<file path="src/rtl/msf_pkg.sv">
package msf_pkg;

  typedef enum logic [1:0] {
    MSF_BEFORE = 2'b00,
    MSF_INCL   = 2'b01,
    MSF_ONLY   = 2'b10,
    MSF_RSVD   = 2'b11
  } msf_mode_e;

endpackage

</file>
<file path="src/rtl/msf_seed.sv">
// Per-bit arm (generate) and pass-through (propagate) terms of the scan.
// The search is active at bit i when bit i arms it, or when it was active
// at bit i-1 and src[i-1] did not stop it.
module msf_seed #(
  parameter int W = 64
) (
  input  logic [W-1:0] src,
  input  logic [W-1:0] pred,
  input  logic         pred_en,
  output logic [W-1:0] arm,
  output logic [W-1:0] pass
);

  // bit 0: armed unconditionally in single-segment use, else by pred[0]
  assign arm[0]  = pred_en ? pred[0] : 1'b1;
  assign pass[0] = 1'b0;

  genvar b;
  generate
    for (b = 1; b < W; b++) begin : g_bit
      assign arm[b]  = pred_en & pred[b];
      assign pass[b] = ~src[b-1];
    end
  endgenerate

endmodule

</file>
<file path="src/rtl/msf_prefix_scan.sv">
// Kogge-Stone prefix over (arm, pass) pairs: act[i] = arm[i] | pass[i] & act[i-1].
module msf_prefix_scan #(
  parameter int W = 64
) (
  input  logic [W-1:0] arm,
  input  logic [W-1:0] pass,
  output logic [W-1:0] act
);

  localparam int LEVELS = (W > 1) ? $clog2(W) : 1;

  always_comb begin
    logic [W-1:0] g;
    logic [W-1:0] p;
    g = arm;
    p = pass;
    for (int lv = 0; lv < LEVELS; lv++) begin
      // high to low so every bit reads the previous level of its partner
      for (int b = W - 1; b >= (1 << lv); b--) begin
        g[b] = g[b] | (p[b] & g[b - (1 << lv)]);
        p[b] = p[b] & p[b - (1 << lv)];
      end
    end
    act = g;
  end

endmodule

</file>
<file path="src/rtl/msf_mode_sel.sv">
// Shapes the active-search vector into the selected destination mask.
module msf_mode_sel
  import msf_pkg::*;
#(
  parameter int W = 64
) (
  input  logic [W-1:0] act,
  input  logic [W-1:0] src,
  input  logic [1:0]   mode,
  output logic [W-1:0] result,
  output logic         illegal
);

  msf_mode_e mode_e;
  assign mode_e  = msf_mode_e'(mode);
  assign illegal = (mode_e == MSF_RSVD);

  genvar b;
  generate
    for (b = 0; b < W; b++) begin : g_bit
      always_comb begin
        unique case (mode_e)
          MSF_BEFORE: result[b] = act[b] & ~src[b];
          MSF_INCL:   result[b] = act[b];
          MSF_ONLY:   result[b] = act[b] & src[b];
          default:    result[b] = 1'b0;
        endcase
      end
    end
  endgenerate

endmodule

</file>
<file path="src/rtl/msf_unit.sv">
module msf_unit
  import msf_pkg::*;
#(
  parameter int W = 64
) (
  input  logic [W-1:0] src,
  input  logic [W-1:0] pred,
  input  logic         pred_en,
  input  logic [1:0]   mode,
  output logic [W-1:0] result,
  output logic         illegal
);

  logic [W-1:0] arm;
  logic [W-1:0] pass;
  logic [W-1:0] act;

  msf_seed #(.W(W)) u_seed (
    .src     (src),
    .pred    (pred),
    .pred_en (pred_en),
    .arm     (arm),
    .pass    (pass)
  );

  msf_prefix_scan #(.W(W)) u_scan (
    .arm  (arm),
    .pass (pass),
    .act  (act)
  );

  msf_mode_sel #(.W(W)) u_sel (
    .act     (act),
    .src     (src),
    .mode    (mode),
    .result  (result),
    .illegal (illegal)
  );

endmodule

</file>
<file path="config.mk">
export PLATFORM = sky130hd
export DESIGN_NAME = msf_unit
export DESIGN_NICKNAME = d
export VERILOG_FILES = /design/src/rtl/msf_pkg.sv /design/src/rtl/msf_seed.sv /design/src/rtl/msf_prefix_scan.sv /design/src/rtl/msf_mode_sel.sv /design/src/rtl/msf_unit.sv
export SDC_FILE = /design/constraint.sdc
export NUM_CORES = 1
export LEC_CHECK = 0
export BUFFER_PORTS_ARGS = -buffer_cell sky130_fd_sc_hd__buf_2
export CAP_MARGIN = 20
export CORE_MARGIN = 1
export CORE_UTILIZATION = 33
export DETAILED_ROUTE_END_ITERATION = 8
export SLEW_MARGIN = 20
export SYNTH_ARGS = -nofsm -noshare
export SYNTH_HDL_FRONTEND = slang
export SYNTH_SLANG_ARGS = --single-unit
</file>
<file path="constraint.sdc">
create_clock -name vclk -period 3.7
set_input_delay 0.37 -clock vclk [all_inputs]
set_output_delay 0.37 -clock vclk [all_outputs]
set_load 0.05 [all_outputs]
</file>
-- Word-level counts from Yosys, hierarchy flattened
Cells that the tools add are included.
- register bits: 0
- logic and storage cells: 1223
- equal/unequal tests: 3
- mux-type cells: 65
- bitwise logic cells: 1154
- reduce and logical (&&, ||, !) cells: 1
- operators by type and width (cell ; number):
    1-bit AND ; 769
    1-bit OR ; 321
    1-bit case mux with 3 select lines ; 64
    1-bit NOT ; 64
    2-bit == test (second input constant) ; 2
    2-bit by 1-bit == test with 1-bit output (second input constant) ; 1
    2-bit zero test ; 1
    1-bit 2-to-1 mux ; 1

-- Longest topological paths before layout
Gate-level depths: netlist (run 1).
- depth after elaboration: 15
- gate-level depth with buffers: 11
- depth with buffers taken out: 9

-- Hierarchy
A second synthesis (run 1) with hierarchy kept.
- cells, all modules: 780
- area total of the unflattened synthesis: 4634.4 µm²
- modules (own cells, without submodules) (module ; times used ; cells each ; area each (µm²) ; seq. area each (µm²)):
    msf_prefix_scan ; 1 ; 367 ; 2073.2 ; 0.0
    msf_mode_sel ; 1 ; 278 ; 1803.0 ; 0.0
    msf_seed ; 1 ; 135 ; 758.2 ; 0.0

-- Worst setup path before layout (run 1)
Ideal clock, no wire load.
- path type: input to output
- start: in src[3]
- end: out result[63]
- arrival time: 3.377 ns
- required time: 3.330 ns
- slack: -0.047 ns
- cell stages on the path: 8
- buffers on the path: 0
- cells stage by stage: or3_1 o311ai_0 nand3_1 a21boi_0 o211ai_1 a211oi_1 a21oi_1 o21ai_0
- word-level cells in the longest chain between the ends: 13
- elaborated cells on any way between the ends: 14
- those cells by class: mux (1); bitwise (13)
- ends and longest elaborated chain (item ; RTL line ; text):
    from (decl) ; msf_unit.sv:6 ; input logic [W-1:0] src,
    1-bit NOT * ; msf_seed.sv:22 ; assign pass[b] = ~src[b-1];
    1-bit AND * (2 in a row) ; msf_prefix_scan.sv:21 ; p[b] = p[b] & p[b - (1 << lv)];
    1-bit AND * ; msf_prefix_scan.sv:20 ; g[b] = g[b] | (p[b] & g[b - (1 << lv)]);
    1-bit OR * ; msf_prefix_scan.sv:20 ;
    1-bit AND * ; msf_prefix_scan.sv:20 ;
    1-bit OR * ; msf_prefix_scan.sv:20 ;
    1-bit AND * ; msf_prefix_scan.sv:20 ;
    1-bit OR * ; msf_prefix_scan.sv:20 ;
    1-bit AND * ; msf_prefix_scan.sv:20 ;
    1-bit OR * ; msf_prefix_scan.sv:20 ;
    1-bit AND, on equally long branches ; msf_mode_sel.sv:25, msf_mode_sel.sv:23 ;
    1-bit case mux with 3 select lines * ; msf_mode_sel.sv:22 ; unique case (mode_e)
    to (decl) ; msf_unit.sv:10 ; output logic [W-1:0] result,
Every way passes the cells marked *; elsewhere a longest branch is shown, timed or not.

-- Worst setup path in the final report (run 1)
- start: in src[32]
- end: out result[49]
- word-level cells in the longest chain between the ends: 11
- elaborated cells on any way between the ends: 21
- those cells by class: mux (1); bitwise (20)
- ends and longest elaborated chain (item ; RTL line):
    1-bit NOT * ; msf_seed.sv:22
    1-bit AND, on equally long branches ; msf_prefix_scan.sv:20, msf_prefix_scan.sv:21
    1-bit OR, or another cell as far along (2 in a row) ; msf_prefix_scan.sv:20
    1-bit OR or 1-bit AND (tied branches) ; msf_prefix_scan.sv:20
    1-bit OR ; msf_prefix_scan.sv:20
    1-bit AND ; msf_prefix_scan.sv:20
    1-bit OR ; msf_prefix_scan.sv:20
    1-bit OR * ; msf_prefix_scan.sv:20
    1-bit AND, on equally long branches ; msf_mode_sel.sv:25, msf_mode_sel.sv:23
    1-bit case mux with 3 select lines * ; msf_mode_sel.sv:22
Marked as above.

==> results.cfg, run 1 <==
[sta]
min_period_ns = 3.563
max_freq_mhz = 280.7
fin_setup_tns_ns = 0
max_slew.worst_pin.slew_ns = 0.6880
finalCritPeriodShare = 0.9628
relSlewSlack = 0.5371
setup_violations = 0
final_hold_viol_count = 0
timing.final.max_slew_violations = 0

[finish]
fillCellCount = 1306
antenna_cells = 0
regArea_um2 = 0
multiInputGateArea_um2 = 3752
clockBufferCount = 0
syn_to_final_growth_pct = 32.71
finalNetCount = 1038
design_area_um2 = 5300
layout-drive-gt1-share = 0.2641
seq_cell_count = 0

[critical_path]
crit_slowest_cell = or4_1
critical_path_class = in2out
start_kind = input port
cp_common_cell = buf_2
cp_max_fo = 6
worstSetupEndpointType = output port
crit_path_cell_trace = buf_2, or4_1, or3_1, nor3_2, nand2_1, a21oi_1, a311oi_1, o41ai_2, a32oi_1, nor2_1, buf_2
crit_required_ns = 3.33
crit_arrival_ns = 3.19
slowest_delay_ns = 0.58
path_buf_inv = 2
crit_start = src[32]
crit_family = simple AND/OR/NAND/NOR gates

[global_routing]
gr-total-overflow = 0
grt_max_degree = 35
use_met2 = 0.4133
top_usage_layer = met2
antenna_found_initial = 0
first_global_vias = 5361
use_met3 = 0.03024
grt_util_met1 = 0.3281
grt_use_total = 0.2401
grt_pass1_wl_um = 25470

[drt]
drc = 12
viasPerCell = 5.432
wl_per_cell_um = 15.00
totalWireLength_um = 15720
dr.first_iter.drc_count = 410
dr.pass1.iters = 7
ant_nets = 0
vias = 5693

[die]
die_area_um2 = 12550
die_h_um = 112.0
rows = 39
initial_core_util = 0.3439
die_w_um = 112.0
core_um2 = 11610
io_pins = 196

[logic_synthesis]
yosysWarningCount = 0
ys_seq_area_frac = 0
netlist_area_um2 = 3994
syn-num-nets = 842
syn_inst = 711
avgSynthCellArea_um2 = 5.617
synth.distinct_cells = 60

[power]
ir_worst_vdd_mv = 0.08912
leakage_uw = 0.002314
finalPower_uw = 808.5
cellPowerDensity_nw_per_um2 = 152.5

[hold_path]
hold_path_class = in2out
min-delay-start = src[55]

[flow_run]
maxCapViolations = 0

[place]
hpwl_um = 12800
port_buffers = 196
place_area_um2 = 5263
finalWeightedCongestion = 0.8847

[outcome]
outcome = finished, violations left
violations = design-rule violations

[clock_network]
cts_setup_buffers = 0
[cell families (layout without fill, tap and decap cells)]
group / count (synthesis) / after routing / synth area share
AO/OA/AOI/OAI: 242 / 242 / 0.3750
XOR/XNOR: 64 / 64 / 0.1404
buffers and inverters: 70 / 264 / 0.06579
AND/OR/NAND/NOR: 335 / 335 / 0.4189
[path summary, 6_finish.rpt]
| path | to | slack [ns] | cells past startpoint |
|---|---|---|---|
| min | result[56] | 1.20 | 5 |
| max | result[49] | 0.14 | 11 |
[power breakdown]
group          internal, uW  switching [uW]  total [uW]
clock                     0               0           0
combinational           273             536         808
sequential                0               0           0
total                   273             536         808
[metal layers]
| metal | up-vias | wire length [um] |
|---|---|---|
| met5 | - | 0 |
| met4 | 0 | 112 |
| met3 | 10 | 1233 |
| met2 | 220 | 7232 |
| met1 | 2556 | 7138 |
| li1 | 2907 | - |
[cell type report]
cell class | instances | area share
multi-input cells | 641 | 0.7080
repair buffers | 223 | 0.2292
well taps | 143 | 0.03376
inverters | 41 | 0.02904
[cells in the final DEF, fill, tap and decap left out, types with 9 or more instances in the layout]
master,Yosys,layout
buf_4,0,28
o31ai_1,18,18
nor3_1,18,17
nor2_1,123,123
buf_2,0,190
a21oi_1,82,82
nor4_1,17,17
nand2_1,46,46
a31oi_1,9,9
inv_1,40,40
o21ai_0,61,59
nand3_1,10,10
nand2b_1,52,52
o21a_1,11,10
xnor2_1,63,63
nor2b_1,33,33
[per-stage QoR]
stage / hold slack (ns) / instances / setup WS [ns] / util
finish: 1.197 / 1048 / 0.1375 / 0.4564
global route: 1.237 / 1048 / -0.02645 / 0.4564
CTS: 1.197 / 1048 / 0.005252 / 0.4536
detailed placement: 1.204 / 1048 / -0.02793 / 0.4531
global placement: 1.216 / 1048 / -0.01302 / 0.4531
floorplan: 1.031 / 711 / -0.02579 / -
[cell usage after synthesis, types with 4 or more instances]
cell type | count | share of area
and2_1 | 8 | 0.013
o21ai_0 | 61 | 0.076
a31oi_1 | 9 | 0.014
nor4_1 | 17 | 0.027
or3_1 | 7 | 0.011
xnor2_1 | 63 | 0.14
o211ai_1 | 6 | 0.011
nand2_1 | 46 | 0.043
inv_1 | 40 | 0.038
nor2_1 | 123 | 0.12
nand3_1 | 10 | 0.013
nor2b_1 | 33 | 0.052
clkbuf_1 | 26 | 0.024
a21boi_0 | 6 | 0.011
a21oi_1 | 82 | 0.10
or4_1 | 4 | 0.0075
nand2b_1 | 52 | 0.081
nor3_1 | 18 | 0.023
o21a_1 | 11 | 0.021
and3_1 | 5 | 0.0078
o21bai_1 | 4 | 0.0075
o31ai_1 | 18 | 0.034
a211oi_1 | 5 | 0.0094
[timing repair]
| action | CTS | global route |
|---|---|---|
| gates resized for setup | 3 | 10 |
| hold buffers | 0 | 0 |
| setup endpoints to repair | 3 | 14 |
| pin swaps | 0 | 1 |
[tightest hold or removal path: cells and delay by family]
kind | cells | cell delay (ns)
buf+inv | 2 | 0.29
simple gates | 2 | 0.12
compound gates | 1 | 0.05
Note: power is estimated with default switching activity, not from simulation.
==> inputs of run 2 (changes only) <==
--- a/config.mk
+++ b/config.mk
@@ -5,6 +5,7 @@
 export SDC_FILE = /design/constraint.sdc
 export NUM_CORES = 1
 export LEC_CHECK = 0
+export ABC_AREA = 1
 export BUFFER_PORTS_ARGS = -buffer_cell sky130_fd_sc_hd__buf_2
 export CAP_MARGIN = 20
 export CORE_MARGIN = 1
==> constraint.sdc (replaced) <==
create_clock -name vclk -period 4.5
set_input_delay 0.45 -clock vclk [all_inputs]
set_output_delay 0.45 -clock vclk [all_outputs]
set_load 0.05 [all_outputs]
==> run 2 against run 1 <==
The run now ends clean. Wire length grew 54%. Hold slack gained 0.16 ns. Clock-buffer cell count stayed put. Global-route usage up 4.9 points. Total power shrank 0.83%. Synthesized area rose by 30%. Via count up 32%. Combinational power is 0.7% lower. Sequential cell count did not move. Design area up 20%. Setup slack improved by 1.2 ns. Largest power group unchanged.
==> results.cfg, run 2 <==
[global_routing]
antenna_found_initial = 4
grt_pass1_wl_um = 36400
grt_use_total = 0.2887
gr-total-overflow = 0
first_global_vias = 7020
grt_max_degree = 32

[critical_path]
worstSetupEndpointType = output port
endpoint = result[50]
cp_common_cell = nand2_1
cp_max_fo = 31
start_kind = input port
crit_path_cell_trace = buf_2, buf_4, nand2_1, or2_2, nand2_1, nand2_1, nand2_1, a21oi_1, o21bai_1, nor2_1, a21oi_1, buf_2
crit_required_ns = 4.05
critical_path_class = in2out
slowest_delay_ns = 0.43
crit_start = pred_en
crit_slowest_cell = buf_2
crit_arrival_ns = 2.74

[logic_synthesis]
synth_area_leaders = nand2_1 32%, inv_1 15%, nor2_1 13%
synth.distinct_cells = 27
netlist_area_um2 = 5206
synth_top_area_share = 0.3165
yosysWarningCount = 0
synth_common_cells = 439 x nand2_1, 214 x inv_1, 184 x nor2_1
synth_top_area_cell = nand2_1
avgSynthCellArea_um2 = 4.427
syn-num-nets = 1307
synth.most_common_cell = nand2_1
ys_seq_area_frac = 0
syn_inst = 1176

[finish]
fin_util = 0.4148
syn_to_final_growth_pct = 22.01
seq_cell_count = 0
final_common_cell = nand2_1
regArea_um2 = 0
layout-drive-gt1-share = 0.1529
layout_common_cells = 439 x nand2_1, 213 x inv_1, 196 x buf_2
finalNetCount = 1487
final_cells = 1568
clockBufferCount = 0

[drt]
vias = 7532
dr.first_iter.drc_count = 409
wl_per_cell_um = 15.48
viasPerCell = 4.804
ant_nets = 0
dr.pass1.iters = 5
totalWireLength_um = 24280
drc = 0

[clock_network]
cts_resized = 0
cts_setup_buffers = 0
cts-hold-fix-buffers = 0

[die]
io_pins = 196
initial_core_util = 0.3400
rows = 45
die_area_um2 = 16280
die_w_um = 127.6
core_um2 = 15310
die_h_um = 127.6

[place]
hpwl_um = 21300
port_buffers = 196
place_ws_ns = 1.370
place_inst = 1565
finalWeightedCongestion = 1.076

[hold_path]
hold_depth = 5
hold_path_class = in2out

[sta]
finalCritPeriodShare = 0.7094
max_slew.worst_pin.slew_ns = 0.8202
grt_setup_unrepaired = no
min_period_ns = 3.192
max_freq_mhz = 313.2
relSlewSlack = 0.4532
fin_setup_tns_ns = 0
setup_ws_ns = 1.308
setup_violations = 0
timing.final.max_slew_violations = 0
final_hold_viol_count = 0

[outcome]
outcome = completed

[flow_run]
maxCapViolations = 0

[power]
finalPower_uw = 801.8
ir_worst_vdd_mv = 0.05413
cellPowerDensity_nw_per_um2 = 126.2
leakage_uw = 0.003736
-- run 2: cell types whose count changed in the layout (fill, tap and decap cells not counted), sizes merged, moves of 30 or more --
cell	previous run	this run
nor2b	33	0
xnor2	63	0
xor2	1	52
nand2	46	440
nand2b	52	0
inv	40	215
nand3	10	40
nor2	123	184
-- run 2: stage by stage --
stage          cell area (um^2)  hold WS, ns
2_1_floorplan              5206        1.131
3_3_place_gp               6345        1.353
3_5_place_dp               6345        1.363
4_1_cts                    6345        1.361
5_1_grt                    6345        1.374
6_report                   6352        1.360
-- run 2: metal layers --
layer,up-vias,GRT usage,part of all wire
met3,34,0.03015,0.066
met1,3254,0.3552,0.43
met4,2,0.07751,0.028
met2,288,0.5304,0.47
li1,3954,-,-
met5,-,0,0.00062
-- run 2: cell type report --
cell class | count | area [um^2]
antenna | 3 | 7.507
tap | 211 | 264.0
multi-input combinational | 938 | 4255
inverter | 215 | 807.0
fill | 1911 | 8962
timing repair buffer | 201 | 1018
-- run 2: worst max-delay path, delay by kind of cell --
kind                   cells  cell delay (ns)
AO/OA/AOI/OAI              3             0.56
buffers and inverters      3             1.07
AND/OR/NAND/NOR            6             0.64
-- run 2: report_power, final --
part	switching [uW]	total, uW	internal [uW]
logic	578	802	223
registers	0	0	0
clock network	0	0.0000891	0.0000891
total	578	802	223
-- run 2: kinds of logic (layout without fill, tap and decap cells) --
family,after synthesis,after routing,share of synthesized area
simple gates,691,691,0.5196
buf+inv,238,416,0.1826
compound gates,195,195,0.2103
xor+xnor,52,52,0.08748
other cells,0,3,0
-- run 2: worst min-delay path by stage --
stage | startpoint | slack [ns] | to
2_1_floorplan | mode[0] | 1.13 | illegal
3_3_place_gp | src[0] | 1.35 | result[0]
3_5_place_dp | src[0] | 1.36 | result[0]
4_1_cts | src[0] | 1.36 | result[0]
5_1_grt | src[0] | 1.37 | result[0]
6_report | src[0] | 1.36 | result[0]
